`src/rtl/cdi_pkg.sv`:
```
package cdi_pkg;

  typedef enum logic [1:0] {
    SEL_CARD = 2'b00,
    SEL_BATT = 2'b01,
    SEL_VCC  = 2'b10,
    SEL_CONV = 2'b11
  } stat_sel_e;

  localparam int FAULT_N = 3;

  // Clock cycles covering win_ns at f_hz, rounded up, at least one.
  function automatic int unsigned window_cycles(longint unsigned f_hz,
                                                longint unsigned win_ns);
    longint unsigned c;
    c = (f_hz * win_ns + 64'd999_999_999) / 64'd1_000_000_000;
    if (c < 64'd1) c = 64'd1;
    return int'(c);
  endfunction

  // Switch level to presence under the chosen polarity.
  function automatic logic level_means_card(logic lvl, logic nc);
    return nc ? lvl : ~lvl;
  endfunction

endpackage

```
`src/rtl/cdi_debounce.sv`:
```
module cdi_debounce #(
  parameter int unsigned DB_CYCLES = 25
) (
  input  logic clk,
  input  logic rst_n,
  input  logic raw_i,
  output logic stable_o,
  output logic flip_o
);
  localparam int CW = $clog2(DB_CYCLES + 1);
  localparam logic [CW-1:0] LAST = CW'(DB_CYCLES - 1);

  logic sync1, sync2;
  logic [CW-1:0] cnt;
  logic accept;

  always_ff @(posedge clk or negedge rst_n) begin
    if (!rst_n) begin
      sync1 <= 1'b1;
      sync2 <= 1'b1;
    end else begin
      sync1 <= raw_i;
      sync2 <= sync1;
    end
  end

  assign accept = (sync2 != stable_o) && (cnt == LAST);

  always_ff @(posedge clk or negedge rst_n) begin
    if (!rst_n) begin
      cnt      <= '0;
      stable_o <= 1'b1;
      flip_o   <= 1'b0;
    end else begin
      flip_o <= accept;
      if (sync2 == stable_o) begin
        cnt <= '0;
      end else if (accept) begin
        stable_o <= sync2;
        cnt      <= '0;
      end else begin
        cnt <= cnt + 1'b1;
      end
    end
  end


  db_window_chk: assert property (@(posedge clk) disable iff (!rst_n)
    (stable_o != $past(stable_o)) |-> ($past(cnt) == LAST));


  db_flip_chk: assert property (@(posedge clk) disable iff (!rst_n)
    flip_o |-> (stable_o != $past(stable_o)));

endmodule

```
`src/rtl/cdi_irq.sv`:
```
module cdi_irq
  import cdi_pkg::*;
(
  input  logic               clk,
  input  logic               rst_n,
  input  logic               stable_i,
  input  logic               flip_i,
  input  logic               pol_nc_i,
  input  logic [FAULT_N-1:0] fault_i,
  input  logic               cs_n_i,
  input  logic               pwr_on_i,
  output logic               irq_n_o
);
  logic [FAULT_N-1:0] fault_q;
  logic cs_q, pwr_q;
  logic ins_evt, rem_evt, fault_evt, any_evt, clr_evt;
  logic now_card;

  assign now_card  = level_means_card(stable_i, pol_nc_i);
  assign ins_evt   = flip_i & now_card;
  assign rem_evt   = flip_i & ~now_card;
  assign fault_evt = |(fault_i & ~fault_q);
  assign any_evt   = ins_evt | rem_evt | fault_evt;
  assign clr_evt   = (cs_n_i & ~cs_q) | (pwr_on_i & ~pwr_q);

  always_ff @(posedge clk or negedge rst_n) begin
    if (!rst_n) begin
      fault_q <= '0;
      cs_q    <= 1'b1;
      pwr_q   <= 1'b0;
      irq_n_o <= 1'b1;
    end else begin
      fault_q <= fault_i;
      cs_q    <= cs_n_i;
      pwr_q   <= pwr_on_i;
      if (any_evt)      irq_n_o <= 1'b0;
      else if (clr_evt) irq_n_o <= 1'b1;
    end
  end


  irq_set_chk: assert property (@(posedge clk) disable iff (!rst_n)
    any_evt |=> !irq_n_o);


  irq_clear_chk: assert property (@(posedge clk) disable iff (!rst_n)
    $rose(irq_n_o) |-> ($past(clr_evt) && !$past(any_evt)));


  irq_cause_chk: assert property (@(posedge clk) disable iff (!rst_n)
    $fell(irq_n_o) |-> $past(any_evt));

endmodule

```
`src/rtl/cdi_status.sv`:
```
module cdi_status
  import cdi_pkg::*;
(
  input  logic [1:0]         sel_i,
  input  logic               present_i,
  input  logic [FAULT_N-1:0] fault_i,
  output logic               status_o
);
  always_comb begin
    unique case (stat_sel_e'(sel_i))
      SEL_CARD: status_o = present_i;
      SEL_BATT: status_o = fault_i[0];
      SEL_VCC:  status_o = ~fault_i[1];
      SEL_CONV: status_o = ~fault_i[2];
      default:  status_o = present_i;
    endcase
  end
endmodule

```
`src/rtl/card_detect_irq.sv`:
```
module card_detect_irq
  import cdi_pkg::*;
#(
  parameter longint unsigned CLK_HZ      = 100_000_000,
  parameter longint unsigned DEBOUNCE_NS = 50_000
) (
  input  logic       clk,
  input  logic       rst_n,
  input  logic       det_raw,
  input  logic       cs_n,
  input  logic       pwr_on,
  input  logic       pol_wr,
  input  logic       pol_nc,
  input  logic [1:0] sel,
  input  logic       batt_low,
  input  logic       vcc_low,
  input  logic       conv_ovl,
  output logic       irq_n,
  output logic       status,
  output logic       card_present
);
  localparam int unsigned DB_CYCLES = window_cycles(CLK_HZ, DEBOUNCE_NS);

  logic stable_lvl, flip;
  logic pol_q;
  logic [FAULT_N-1:0] faults;

  assign faults = {conv_ovl, vcc_low, batt_low};

  always_ff @(posedge clk or negedge rst_n) begin
    if (!rst_n)              pol_q <= 1'b0;
    else if (pol_wr && !cs_n) pol_q <= pol_nc;
  end

  cdi_debounce #(.DB_CYCLES(DB_CYCLES)) u_deb (
    .clk(clk), .rst_n(rst_n), .raw_i(det_raw),
    .stable_o(stable_lvl), .flip_o(flip)
  );

  cdi_irq u_irq (
    .clk(clk), .rst_n(rst_n), .stable_i(stable_lvl), .flip_i(flip),
    .pol_nc_i(pol_q), .fault_i(faults), .cs_n_i(cs_n),
    .pwr_on_i(pwr_on), .irq_n_o(irq_n)
  );

  assign card_present = level_means_card(stable_lvl, pol_q);

  cdi_status u_stat (
    .sel_i(sel), .present_i(card_present), .fault_i(faults),
    .status_o(status)
  );


  pol_hold_chk: assert property (@(posedge clk) disable iff (!rst_n)
    $past(cs_n) |-> $stable(pol_q));

endmodule

```
`config.mk`:
```
export PLATFORM = sky130hd
export DESIGN_NAME = card_detect_irq
export DESIGN_NICKNAME = d
export VERILOG_FILES = /design/src/rtl/cdi_pkg.sv /design/src/rtl/cdi_debounce.sv /design/src/rtl/cdi_irq.sv /design/src/rtl/cdi_status.sv /design/src/rtl/card_detect_irq.sv
export SDC_FILE = /design/constraint.sdc
export NUM_CORES = 1
export LEC_CHECK = 0
export ABC_AREA = 1
export BUFFER_PORTS_ARGS = -buffer_cell sky130_fd_sc_hd__clkbuf_2
export CAP_MARGIN = 20
export CORE_ASPECT_RATIO = 0.5
export CORE_UTILIZATION = 30
export CTS_BUF_LIST = sky130_fd_sc_hd__clkbuf_4 sky130_fd_sc_hd__clkbuf_8 sky130_fd_sc_hd__clkbuf_16
export DETAILED_ROUTE_END_ITERATION = 12
export PLACE_DENSITY = 0.52
export SYNTH_ARGS = -nofsm -noshare
export SYNTH_HDL_FRONTEND = slang
export SYNTH_SLANG_ARGS = --single-unit
```
`constraint.sdc`:
```
create_clock -name clk -period 1.7 [get_ports clk]
set_input_delay 0.085 -clock clk [delete_from_list [all_inputs] [get_ports clk]]
set_output_delay 0.085 -clock clk [all_outputs]
set_load 0.01 [all_outputs]
```
After elaboration in Yosys (flattened, before gate mapping)
Cells that the tools add are included. Widths: inputs -> output; s select.

Add/subtract/negate cells: 1. Multipliers: 0. Divide/modulo/power cells: 0. $lt $le $gt $ge: 0. Equality and inequality tests: 6. Shifts and indexed selects: 0. Mux-type cells: 6. Bitwise logic cells: 16. Reductions and logical operators: 7.

Operators by type and width (number): $mux 13 (2); $add 13x1->13 const B (1); $eq 13x13->1 const B (1); $not 1->1 (7); $and 1x1->1 (4); $eq 2x2->1 const B (2); $pmux 1 s4 (1); $and 3x3->3 (1); $mux 1 (3); $not 3->3 (1); $or 1x1->1 (3); $reduce_or 3->1 (1); $eq 2x1->1 const B (1); $logic_and 1x1->1 (2); $logic_not 2->1 (1); $reduce_and 2->1 (1); $reduce_bool 2->1 (1); $eq 1x1->1 (1); $logic_not 1->1 (1); $ne 1x1->1 (1).

Bits in registers: 24. Latch bits: 0. Bits in writable memories: 0. Bits in read-only memories: 0. Output and inout port bits: 3. Memories: 0.

Logic depth before layout (Yosys ltp)
Depth after elaboration: 7. Mapped depth: 8. Gate-level depth less buffers: 8.

Cells and area by module
A second synthesis with hierarchy kept.

Cells, all modules: 144. Area, all modules: 1214.9 um^2.

Modules (own cells, without submodules): cdi_debounce (instances 1, cells each 103, area an instance 895.9 um^2, sequential area each 429.2 um^2); cdi_irq (instances 1, cells each 23, area an instance 221.5 um^2, sequential area each 152.6 um^2); card_detect_irq (instances 1, cells each 7, area an instance 53.8 um^2, sequential area each 25.0 um^2); cdi_status (instances 1, cells each 11, area an instance 43.8 um^2, sequential area each 0.0 um^2).

Least setup slack after synthesis
Ideal clock, no wire load.

Kind: reg2reg. Start: register u_deb.stable_o. End: register u_deb.cnt[7]. Data arrival time: 1.066 ns. Data required time: 1.582 ns. Slack: 0.515 ns. Cell stages (with the launch flop): 8. Path buffers: 0. Period minus slack after synthesis: 1.185 ns. Cells stage by stage: dfstp_2 inv_1 nand2_1 nand2_4 nor2_4 nand2_4 nand2_1 nor2_1.

Longest elaborated chain between the ends: 4.

RTL lines: from (decl) (RTL line cdi_debounce.sv:7) `output logic stable_o,`; from (signal assigned) (RTL line cdi_debounce.sv:39) `stable_o <= sync2;`; $ne 1x1->1 (RTL line cdi_debounce.sv:27) `assign accept = (sync2 != stable_o) && (cnt == LAST);`; $logic_and 1x1->1 (RTL line cdi_debounce.sv:27); $mux 13 (RTL line cdi_debounce.sv:38) `end else if (accept) begin`; $mux 13 (*) (RTL line cdi_debounce.sv:36) `if (sync2 == stable_o) begin`; to (signal assigned) (RTL line cdi_debounce.sv:42) `cnt <= cnt + 1'b1;`; to (decl) (RTL line cdi_debounce.sv:14) `logic [CW-1:0] cnt;`.

Mark *: on every way between the ends. The rest lies on a longest branch, timed or not. A chain may end at the register's enable or synchronous reset.

Final worst setup path
Start: register u_deb.stable_o. End: output status.

Longest elaborated chain between the ends: 3.

RTL lines: $not 1->1 (RTL line cdi_pkg.sv:23) `return nc ? lvl : ~lvl;`; $mux 1 (*) (RTL line cdi_pkg.sv:23); $pmux 1 s4 (*) (RTL line cdi_status.sv:10) `unique case (stat_sel_e'(sel_i))`; to (decl) (RTL line card_detect_irq.sv:19) `output logic status,`.

Marked as above.

==> summary.md <==
| Metric | Value |
|---|---|
| Post-synth top cells | `23 x nand2_1, 19 x dfrtp_1, 19 x nor2_1, 18 x inv_1, 7 x nand3_1` |
| Tot GR Track Use | `12.46%` |
| Data arrival, critical path | `1.34 ns` |
| Yosys reg bits | `24` |
| WL/cell | `10.76 um` |
| Power density over the cells | `830.5 nW/um^2` |
| Total iterations of the first detailed-routing run | `4` |
| CP Buf/Inv Count | `1` |
| TNS Setup | `0 ns` |
| Total Wirelength | `2260 um` |
| Nets | `173` |
| Synthesized area per cell | `8.758 sq um` |
| Synth unique cells | `27` |
| Top-Level Pins | `15` |
| Root buffer cell | `clkbuf_8` |
| Post_cts resized | `0` |
| Synth Flop Type | `dfrtp_1` |
| CP Launch Point | `u_deb.stable_o$_DFFE_PN1P_` |
| Vias in the first global route | `861` |
| Worst path depth | `4` |
| Worst-case clock skew | `0.003325 ns` |
| Fmax | `704.1 MHz` |
| Initial Util | `32.74%` |
| Final hold violation count | `0` |
| Number of clock sinks | `24` |
| Setup CP Type | `reg -> out` |
| Max incr delay on CP | `0.57 ns` |
| Crit path to | `status` |
| Routed vias | `902` |
| Reg2reg path depth | `6` |
| Worst rel slew slack | `60.95%` |
| Setup bufs post-CTS | `0` |
| Share of layout cells above drive strength 1 | `24.53%` |
| Initial antenna violation count | `0` |
| Core ar. | `3585 sq um` |
| Die H | `46.23 um` |
| Critical path startpoint category | `flip-flop` |
| Setup crit end kind | `primary output` |
| Slew Viols, Final | `0` |
| IO buf count | `14` |
| Placer Congestion | `0.7484` |
| Worst reg2reg endpoint | `u_deb.cnt[8]$_DFF_PN0_` |
| Share of synthesized flip-flops with an asynchronous set or reset | `100.0%` |
| Most frequent cell after synthesis | `nand2_1` |
| Top cell type by total area after synthesis | `dfrtp_1` |
| Initial DRC count | `26` |
| H-tree lvl count | `1` |
| Clock Tree Buf Depth | `2` |
| M1 GR Usage | `15.19%` |
| Min cycle time layout | `1.420 ns` |
| GRT busiest layer | `met2` |
| CTS tree | `done` |
| # setup viols final | `0` |
| Post-synthesis sequential area ratio | `51.71%` |
| Largest delay contributor family on the critical path | `flip-flops` |
| ANT cells | `0` |
| Cell Chain, Critical Path | `xnor2_1 -> nand2_1 -> a21oi_1 -> clkbuf_2` |
| Vias/cell | `4.295` |
| CP max FO | `4` |
| HP Class | `in -> reg` |
| Period utilization | `83.55%` |
| Number of remaining DRC errors | `0` |
| First-pass GRT wire length | `3829 um` |
| Die ar. | `4181 sq um` |
| Number of synthesized flops with an enable pin | `0` |
| Syn nets | `147` |
| Synthesis Warnings | `0` |
| Power, Total | `1.205 mW` |
| Run status | `finished clean` |
| HPWL Detailed | `1654 um` |
| Critical Path RT | `1.62 ns` |
| Static Leak | `0.6908 nW` |
| RSZ-0062 raised after global routing | `no` |
| Post-Syn Area | `1174 sq um` |
| VDD IR max | `0.3420 mV` |
| ANT nets after route | `0` |
| Slowest-stage cell, CP | `dfstp_2` |
| Die Wd | `90.46 um` |
| Cts bufs inserted | `3` |
| Synth top area cells | `dfrtp_1 41%, dfstp_2 11%, nand2_1 7.4%` |
| Skew-Pair Late Insertion Delay | `0.27 ns` |
| Area Growth Syn to Fin | `23.67%` |
| Syn Inst Count | `134` |
| Max Cap Viol | `0` |
| R2R Setup Slk | `0.38 ns` |
| Row cnt | `15` |
| Largest net degree at the start of global routing | `25` |
| Worst-path clk slew | `0.08 ns` |
| Worst slew pin tran | `0.5858 ns` |
| M2 GR Usage | `21.37%` |
| FF-to-FF Start | `u_deb.cnt[0]$_DFF_PN0_` |
| Synth top area share | `40.51%` |
| Global route total overflow | `0` |
| Met3 usage | `3.960%` |
## routing by layer
metal,up-vias,share of wire (%)
met5,-,0
met4,0,1.0
met3,4,4.4
met2,22,45
met1,412,50
li1,464,-
## cells in the final DEF, fill, tap and decap left out, types with 4 or more instances in the layout
cell type	count
dfstp_2	5
nor2_2	6
dlygate4sd3_1	8
nor2_1	19
nand3_1	7
inv_1	18
dfrtp_1	19
nand4_1	4
a21oi_1	5
clkbuf_2	14
nand2_1	23
xor2_1	4
## power breakdown
part	internal, mW	switching [mW]	leakage, nW	total (mW)
logic	0.0448	0.0553	0.352	0.100
clock network	0.315	0.185	0.0357	0.500
registers	0.594	0.0107	0.303	0.605
## sequential cells by signal (all words and copies together), names as in the netlist
register	count
pol_q	1
u_deb.cnt	13
u_deb.flip_o	1
u_deb.stable_o	1
u_deb.sync1	1
u_deb.sync2	1
u_irq.cs_q	1
u_irq.fault_q	3
u_irq.irq_n_o	1
u_irq.pwr_q	1
## cell type report
class	instances	area [sq um]
Fill cell	367	2133
Sequential cell	24	606.8
Multi-Input combinational cell	88	480.5
Timing Repair Buffer	22	150.1
Inverter	21	78.83
Tap cell	51	63.81
Clock buffer	3	41.29
Clock inverter	1	30.03
## kinds of logic (layout without fill, tap and decap cells)
| group | after synthesis | count (layout) | share of synthesized area [%] |
|---|---|---|---|
| xor+xnor | 7 | 7 | 5.224 |
| fa+ha+maj | 1 | 1 | 1.066 |
| simple gates | 68 | 68 | 28.25 |
| compound gates | 12 | 12 | 6.396 |
| buf+inv | 22 | 47 | 7.356 |
| flops | 24 | 24 | 51.71 |
## stage by stage
step	instances	utilization (%)	setup WS (ns)	hold slack, ns	cell area (sq um)
after floorplan	134	-	0.5152	-0.2106	1174
final	210	40.49	0.2797	0.04869	1451
after global routing	210	40.49	0.1335	0.06440	1451
after global placement	198	36.27	0.4196	0.1204	1300
after detailed placement	198	36.27	0.3969	0.1278	1300
after CTS	210	40.49	0.2564	0.02814	1451
## what timing repair did
item / in CTS / in global routing
hold endpoints to repair: 26 / 0
hold buffers: 8 / 0
setup endpoints to repair: 0 / 0
## worst min-delay path, delay by kind of cell
family          cells  cell delay (ns)
buf+inv             2             0.12
compound gates      1             0.07
## worst min-delay path by stage
stage                       from                endpoint  slack [ns]  depth (start not counted)
after CTS                 pol_nc       pol_q$_DFFE_PN0P_        0.03                          3
final                     pol_nc       pol_q$_DFFE_PN0P_        0.05                          3
after global routing      pol_nc       pol_q$_DFFE_PN0P_        0.06                          3
after global placement     rst_n  u_deb.cnt[3]$_DFF_PN0_        0.12                          1
after floorplan            rst_n       pol_q$_DFFE_PN0P_       -0.21                          0
after detailed placement   rst_n  u_deb.cnt[3]$_DFF_PN0_        0.13                          1
No activity file was read; power rests on OpenSTA's default activity.
